$ cat config.mk
export PLATFORM = sky130hd
export DESIGN_NAME = ovf_fifo
export DESIGN_NICKNAME = d
export VERILOG_FILES = /design/src/rtl/ovf_pkg.sv /design/src/rtl/ovf_addr_gen.sv /design/src/rtl/ovf_store.sv /design/src/rtl/ovf_occupancy.sv /design/src/rtl/ovf_fifo.sv
export SDC_FILE = /design/constraint.sdc
export NUM_CORES = 1
export LEC_CHECK = 0
export BUFFER_PORTS_ARGS = -buffer_cell sky130_fd_sc_hd__buf_2
export CAP_MARGIN = 20
export CORE_UTILIZATION = 32
export CTS_CLUSTER_SIZE = 14
export DETAILED_ROUTE_END_ITERATION = 8
export GPL_ROUTABILITY_DRIVEN = 1
export GPL_TIMING_DRIVEN = 0
export SETUP_SLACK_MARGIN = 0.05
export SYNTH_ARGS = -nofsm -noshare
export SYNTH_HDL_FRONTEND = slang
export SYNTH_SLANG_ARGS = --single-unit
$ cat constraint.sdc
create_clock -name clk -period 2 [get_ports clk]
set_input_delay 0.1 -clock clk [delete_from_list [all_inputs] [get_ports clk]]
set_output_delay 0.1 -clock clk [all_outputs]
set_load 0.005 [all_outputs]
$ cat src/rtl/ovf_pkg.sv
package ovf_pkg;

    // Default geometry of the buffer.
    localparam int unsigned DEF_DATA_W = 8;
    localparam int unsigned DEF_DEPTH  = 16;

    // Action the occupancy counter takes in a cycle.
    typedef enum logic [1:0] {
        OCC_HOLD = 2'd0,
        OCC_INC  = 2'd1,
        OCC_DEC  = 2'd2
    } occ_op_t;

    // Per-cycle pointer control, decided once in the top module.
    typedef struct packed {
        logic    push;     // a write request is accepted
        logic    pop;      // a read request is accepted
        logic    drop_old; // read pointer skips: overwrite oldest
        logic    realign;  // write pointer skips: empty read
        occ_op_t occ;      // counter action
    } ptr_ctl_t;

endpackage

$ cat src/rtl/ovf_addr_gen.sv
module ovf_addr_gen #(
    parameter int unsigned AW = 4
) (
    input  logic          clk,
    input  logic          rst,
    input  logic          adv,
    output logic [AW-1:0] addr
);

    // Wrapping address counter; the depth is a power of two, so
    // it wraps naturally.
    always_ff @(posedge clk) begin
        if (rst)      addr <= '0;
        else if (adv) addr <= addr + AW'(1);
    end

endmodule

$ cat src/rtl/ovf_store.sv
module ovf_store #(
    parameter int unsigned DW    = 8,
    parameter int unsigned DEPTH = 16,
    localparam int unsigned AW   = $clog2(DEPTH)
) (
    input  logic          clk,
    input  logic          we,
    input  logic [AW-1:0] waddr,
    input  logic [DW-1:0] wdata,
    input  logic [AW-1:0] raddr,
    output logic [DW-1:0] rdata
);

    logic [DW-1:0] mem [DEPTH];

    // Synchronous write port.
    always_ff @(posedge clk) begin
        if (we) mem[waddr] <= wdata;
    end

    // Asynchronous read port.
    assign rdata = mem[raddr];

endmodule

$ cat src/rtl/ovf_occupancy.sv
module ovf_occupancy
    import ovf_pkg::*;
#(
    parameter int unsigned DEPTH = 16,
    localparam int unsigned CW   = $clog2(DEPTH + 1)
) (
    input  logic          clk,
    input  logic          rst,
    input  occ_op_t       op,
    output logic [CW-1:0] count,
    output logic          full,
    output logic          empty
);

    always_ff @(posedge clk) begin
        if (rst) begin
            count <= '0;
        end else begin
            unique case (op)
                OCC_INC: count <= count + CW'(1);
                OCC_DEC: count <= count - CW'(1);
                default: count <= count;
            endcase
        end
    end

    assign full  = (count == CW'(DEPTH));
    assign empty = (count == '0);

    // Capacity bound.
    assert_no_overflow_R3: assert property (@(posedge clk) disable iff (rst)
        count <= CW'(DEPTH));

    // Step size of the count between cycles.
    assert_count_step_R4: assert property (@(posedge clk) disable iff (rst)
        1'b1 |=> (count == $past(count)) ||
                 (count == $past(count) + CW'(1)) ||
                 (count == $past(count) - CW'(1)) ||
                 (count == '0));

endmodule

$ cat src/rtl/ovf_fifo.sv
module ovf_fifo
    import ovf_pkg::*;
#(
    parameter int unsigned DATA_W  = DEF_DATA_W,
    parameter int unsigned DEPTH   = DEF_DEPTH,
    parameter bit          SKIP_EN = 1'b1,
    localparam int unsigned AW     = $clog2(DEPTH),
    localparam int unsigned CW     = $clog2(DEPTH + 1)
) (
    input  logic              clk,
    input  logic              rst,
    input  logic              wr_en,
    input  logic [DATA_W-1:0] wr_data,
    input  logic              rd_en,
    output logic [DATA_W-1:0] rd_data,
    output logic              full,
    output logic              empty,
    output logic [CW-1:0]     count
);

    ptr_ctl_t      ctl;
    logic [AW-1:0] waddr;
    logic [AW-1:0] raddr;
    logic          at_cap;
    logic          at_zero;

    assign at_cap  = (count >= CW'(DEPTH));
    assign at_zero = (count == '0);

    // Per-cycle decisions.
    always_comb begin
        ctl.push = wr_en;
        ctl.pop  = rd_en;
        ctl.occ  = OCC_HOLD;
        if (wr_en && !rd_en && !at_cap)  ctl.occ = OCC_INC;
        if (rd_en && !wr_en && !at_zero) ctl.occ = OCC_DEC;
    end

    // The skip paths exist only when SKIP_EN is set.
    generate
        if (SKIP_EN) begin : g_skip
            assign ctl.drop_old = wr_en && !rd_en && at_cap;
            assign ctl.realign  = rd_en && !wr_en && at_zero;
        end else begin : g_noskip
            assign ctl.drop_old = 1'b0;
            assign ctl.realign  = 1'b0;
        end
    endgenerate

    ovf_addr_gen #(.AW(AW)) u_wptr (
        .clk  (clk),
        .rst  (rst),
        .adv  (ctl.push | ctl.realign),
        .addr (waddr)
    );

    ovf_addr_gen #(.AW(AW)) u_rptr (
        .clk  (clk),
        .rst  (rst),
        .adv  (ctl.pop | ctl.drop_old),
        .addr (raddr)
    );

    ovf_store #(.DW(DATA_W), .DEPTH(DEPTH)) u_store (
        .clk   (clk),
        .we    (ctl.push),
        .waddr (waddr),
        .wdata (wr_data),
        .raddr (raddr),
        .rdata (rd_data)
    );

    ovf_occupancy #(.DEPTH(DEPTH)) u_occ (
        .clk   (clk),
        .rst   (rst),
        .op    (ctl.occ),
        .count (count),
        .full  (full),
        .empty (empty)
    );

    // Wrapped distance between the pointers.
    logic [CW-1:0] gap;
    assign gap = (waddr >= raddr) ? (CW'(waddr) - CW'(raddr))
                                  : (CW'(waddr) + CW'(DEPTH) - CW'(raddr));

    generate
        if (SKIP_EN) begin : g_gap_chk
            assert_count_matches_gap_R9: assert property (@(posedge clk) disable iff (rst)
                (count == gap) || ((count == CW'(DEPTH)) && (gap == '0)));
        end
    endgenerate

    assert_read_moves_raddr_R10: assert property (@(posedge clk) disable iff (rst)
        rd_en |=> (raddr != $past(raddr)));

    assert_idle_holds_raddr_R10: assert property (@(posedge clk) disable iff (rst)
        (!rd_en && !full) |=> $stable(raddr));

    assert_overwrite_stays_full_R5: assert property (@(posedge clk) disable iff (rst)
        (wr_en && !rd_en && full) |=> full);

    assert_empty_read_stays_empty_R6: assert property (@(posedge clk) disable iff (rst)
        (rd_en && !wr_en && empty) |=> empty);

    assert_both_keep_count_R7: assert property (@(posedge clk) disable iff (rst)
        (rd_en && wr_en) |=> $stable(count));

endmodule

# Yosys cells after proc, flatten, opt, wreduce, memory -nomap -nowiden
# Memory sizes are Yosys's and may differ from the RTL's. A register that Yosys moved wholly into a read port is not among the register bits.
# Cells that the tools add are included.
# Widths: inputs -> output; s select.
[op_classes]
eq_ne = 3
n_mux = 7
add_sub_neg = 4
bitwise_logic = 2
order_cmp = 1
reduce_logical = 12
[op_table]
columns = ["operator", "count"]
rows = [
  ["$pmux 5 s2", 1],
  ["$add 4x1->4 const B", 2],
  ["$mux 4", 2],
  ["$logic_and 1x1->1", 6],
  ["$add 5x1->5 const B", 1],
  ["$eq 5x5->1 const B", 1],
  ["$ge 5x5->1 const B", 1],
  ["$logic_not 5->1", 1],
  ["$sub 5x1->5 const B", 1],
  ["$logic_not 1->1", 4],
  ["$mux 1", 3],
  ["$eq 2x1->1 const B", 1],
  ["$eq 2x2->1 const B", 1],
  ["$mux 2", 1],
  ["$or 1x1->1", 2],
  ["$reduce_bool 2->1", 1],
]
[word_totals]
output_inout_bits = 15
n_memories = 1
ff_bits = 13
word_cells = 33
mem_bits_rw = 128
[mem_list]
columns = ["name", "depth", "width", "read_ports", "rd_clocked_by_memory_dff", "wr", "line_no", "source"]
rows = [
  ["u_store.mem", 16, 8, 1, 1, 1, "ovf_store.sv:14", "logic [DW-1:0] mem [DEPTH];"],
]

# Longest topological paths before layout
[logic_depth]
depth_word = 7
mapped_depth = 8

# Hierarchy
# Synthesis repeated with hierarchy kept, for this count alone.
[hier_totals]
cells_unflattened = 312
area_unflattened_um2 = 5859.4
[by_module_without_submodules]
columns = ["module", "instances", "area_per_inst_um2", "cells_per_inst", "seq_area_each_um2"]
rows = [
  ["ovf_store", 1, 4987.3, 221, 3843.7],
  ["ovf_occupancy", 1, 465.4, 52, 100.1],
  ["ovf_addr_gen", 2, 178.9, 16, 80.1],
  ["ovf_fifo", 1, 48.8, 7, 0.0],
]

# Worst setup path after synthesis
# Ideal clock, no wire load.
[synth_path]
path_kind = "register to register"
start = "reg u_occ.count[0]"
end = "reg u_occ.count[4]"
path_buffers = 0
path_stages_with_launch = 9
arrival_time_ns = 2.225
setup_time_ns = 0.074
path_slack_ns = -0.299
path_cell_list = "dfxtp_1 or4_4 nor2_1 nor2_1 fa_1 nand3_1 nand2_1 or3_1 a31oi_1"
[synth_lines]
columns = ["item", "line_no", "source"]
rows = [
  ["start, declared", "ovf_occupancy.sv:10", "output logic [CW-1:0] count,"],
  ["start signal, assigned", "ovf_occupancy.sv:20", "OCC_INC: count <= count + CW'(1);"],
  ["start signal, assigned", "ovf_occupancy.sv:21", "OCC_DEC: count <= count - CW'(1);"],
  ["start signal, assigned", "ovf_occupancy.sv:22", "default: count <= count;"],
  ["$logic_not 5->1 *", "-", ""],
  ["via empty", "ovf_fifo.sv:17", "output logic empty,"],
  ["$logic_not 1->1 *", "ovf_fifo.sv:36", "if (rd_en && !wr_en && !at_zero) ctl.occ = OCC_DEC;"],
  ["$logic_and 1x1->1 *", "ovf_fifo.sv:36", ""],
  ["$mux 2 *", "ovf_fifo.sv:36", ""],
  ["$eq 2x2->1 or $eq 2x1->1 (tied branches)", "ovf_occupancy.sv:19", "unique case (op)"],
  ["$pmux 5 s2 or $reduce_bool 2->1 (tied branches)", "-", ""],
]
# Mark *: on every way through the listed nets, which the timed path passes. The rest lies on a longest branch.
# A chain may end at the register's enable or synchronous reset.

==> flow_metrics.env <==
export IMPL_final_nets=391
export IMPL_synth_edf_count=128
export IMPL_grt_pass1_vias=3147
export IMPL_busiest_layer="met2"
export IMPL_gp_congestion=0.696
export IMPL_setup_viol_count_final=11
export IMPL_synth_seq_cells=145
export IMPL_maxCapViolCount=0
export IMPL_hold_viol_final=0
export IMPL_grt_met2_usage_pct=22.5
export IMPL_place_ws_ps=-220
export IMPL_wire_per_inst_um=19.7
export IMPL_antenna_found_initial=0
export IMPL_final_util_pct=41.0
export IMPL_diodes=0
export IMPL_syn_cell_area_sq_um=5760
export IMPL_finalWorstSetupSlack_ps=-142
export IMPL_path_clk_slew_ps=60
export IMPL_rsz0062_at_grt="true"
export IMPL_dieArea_sq_um=18500
export IMPL_worstMarginPinSlew_ps=866
export IMPL_critical_path_class="flip-flop to output port"
export IMPL_htreeDepth=4
export IMPL_yosysMostFrequentCell="edfxtp_1"
export IMPL_boundaryPins=27
export IMPL_numPortBuffers=25
export IMPL_required_ps=1900
export IMPL_vias_per_cell=4.89
export IMPL_clock_fmax_mhz=467
export IMPL_drc=0
export IMPL_use_met1_pct=18.0
export IMPL_ys_top_cells_by_area="edfxtp_1, mux4_2, dfxtp_1"
export IMPL_synth_top_family_by_area="multiplexers"
export IMPL_hp_class="primary input to flip-flop"
export IMPL_cts_path_max_buffers=2
export IMPL_outcome="finished with violations"
export IMPL_dieHeight_um=136
export IMPL_endpoint_kind="output port"
export IMPL_slew_headroom_pct=42.0
export IMPL_wirelength_um=12000
export IMPL_worstPathArrival_ps=2040
export IMPL_slew_viol_final=0
export IMPL_numCtsBuffers=17
export IMPL_overflow=0
export IMPL_drtAntennaViolNets=0
export IMPL_start_util_pct=33.1
export IMPL_setup_worst_path_start_class="flip-flop"
export IMPL_yosys_warnings=0
export IMPL_drt_pass1_iter_count=4
export IMPL_coreArea_sq_um=17400
export IMPL_track_usage_pct=14.3
export IMPL_finalCritPeriodShare_pct=107
export IMPL_postSynthNetCount=338
export IMPL_synth_xor_area_share_pct=1.06
export IMPL_chipWidth_um=136
export IMPL_clock_root_buffer="clkbuf_16"
export IMPL_synth_top_area_cell="edfxtp_1"
export IMPL_crit_fanout=6
export IMPL_vdd_ir_drop_max_v=0.000669
export IMPL_tns_ps=-1160
export IMPL_muxShareOfSynthArea_pct=12.9
export IMPL_synthAdderAreaFrac_pct=2.09
export IMPL_grt_pass1_wl_um=18400
export IMPL_synth_top_area_share_pct=66.7
export IMPL_clock_sinks=145
export IMPL_p_leak_nw=2.35
export IMPL_yosys_area_share_simple_pct=5.65
export IMPL_ys_seq_area_share_pct=72.6
export IMPL_clk_latency_ps=430
export IMPL_timing_hold_ws_ps=65.9
export IMPL_row_count=48
export IMPL_grt_max_degree=17
export IMPL_fin_skew_ps=8.17
export IMPL_drt_iter0_markers=146
export IMPL_synth_compound_area_share_pct=4.19
export IMPL_post_synth_num_cell_types=38
export IMPL_dr_total_vias=2975
export IMPL_cts_tree="yes"
export IMPL_async_flop_share_pct=0
export IMPL_areaGrowthSynthToFinish_pct=23.9
export IMPL_fill_cells=1565
export IMPL_yosys_top_cells_count="edfxtp_1, mux4_2, nor2_1"
export IMPL_pwr_density_cell_nw_per_um2=1080
export IMPL_hpwl_um=7600
export IMPL_gr_usage_met3_pct=4.96
export IMPL_postSynthCellCount=317
export IMPL_violations="setup timing"
export IMPL_synth_avg_cell_area_sq_um=18.2
export IMPL_min_period_ps=2140
export IMPL_drive_gt1_share_pct=39.2
export IMPL_ys_flop_type="edfxtp_1"
==> worst max-delay path: stages, from the launching register on <==
cell and delay (ps):
dfxtp_2 340, buf_12 150, buf_12 150, mux4_2 540, a22oi_2 210, nand2_1 90, buf_2 140
==> layout by cell type (no fill, tap or decap), drive strengths merged, types with 7 or more instances in the layout <==
cell	synthesis	final
mux4	32	32
clkbuf	7	28
buf	9	41
a21oi	7	7
nor2	25	25
nand2	20	20
ha	8	8
dfxtp	17	17
edfxtp	128	128
inv	4	13
a22oi	16	16
==> per-layer routing <==
metal  routed length (um)  up-vias
met5                    0        -
met3                  585       13
met4                  147        0
li1                     -     1383
met2                 5930       71
met1                 5300     1508
==> logic make-up after synthesis <==
logic type | after synthesis
DFF | 145
and+or+nand+nor | 69
muxes | 34
AOI/OAI and AO/OA | 33
buffers and inverters | 20
adders and majority gates | 9
xor gates and xnor gates | 7
==> state kept, by name, summed over array words and instances (netlist names), named ones only <==
register and cells:
u_store.mem 128, u_occ.count 5, u_rptr.addr 4, u_wptr.addr 4
==> worst paths after layout <==
| path | cells after the start | slack (ps) | endpoint | from |
|---|---|---|---|---|
| min reg2reg | 2 | 520 | u_rptr.addr[1] | u_rptr.addr[1] |
| min | 1 | 70 | u_store.mem[0][6] | wr_data[6] |
| max reg2reg | 8 | -130 | u_occ.count[4] | u_occ.count[1] |
| max | 6 | -140 | rd_data[5] | flip-flop |
==> power by group <==
| group | switching [mW] | internal (mW) | leakage, nW |
|---|---|---|---|
| Clock | 1.27 | 1.82 | 0.299 |
| Combinational | 0.591 | 0.538 | 0.750 |
| Sequential | 0.0676 | 3.43 | 1.30 |
| Total | 1.93 | 5.79 | 2.35 |
==> stage by stage <==
step	instance area (sq um)	total power, mW	cells
6_report	7140	7.72	608
5_1_grt	7140	8.00	608
4_1_cts	7080	7.75	608
3_5_place_dp	6230	4.49	567
3_3_place_gp	6210	4.46	567
2_1_floorplan	5800	4.17	317
==> what timing repair did <==
action / CTS / global route
setup endpoints to repair: 49 / 88
cloned: 2 / 0
hold buffers: 1 / 0
pin swaps: 15 / 2
gates resized for setup: 43 / 17
buffers inserted: 6 / 0
hold endpoints to repair: 3 / 0
==> final cells by class <==
class | instances | area [sq um] | share of cell area [%]
multi-input combinational | 152 | 1680 | 23.6
sequential | 145 | 4190 | 58.8
buffer | 16 | 139 | 1.95
inverter | 4 | 15.0 | 0.210
tap | 225 | 282 | 3.94
clock buffer | 20 | 500 | 7.01
timing repair buffer | 34 | 239 | 3.35
clock inverter | 12 | 87.6 | 1.23
Power figures use the tool's default switching activity.
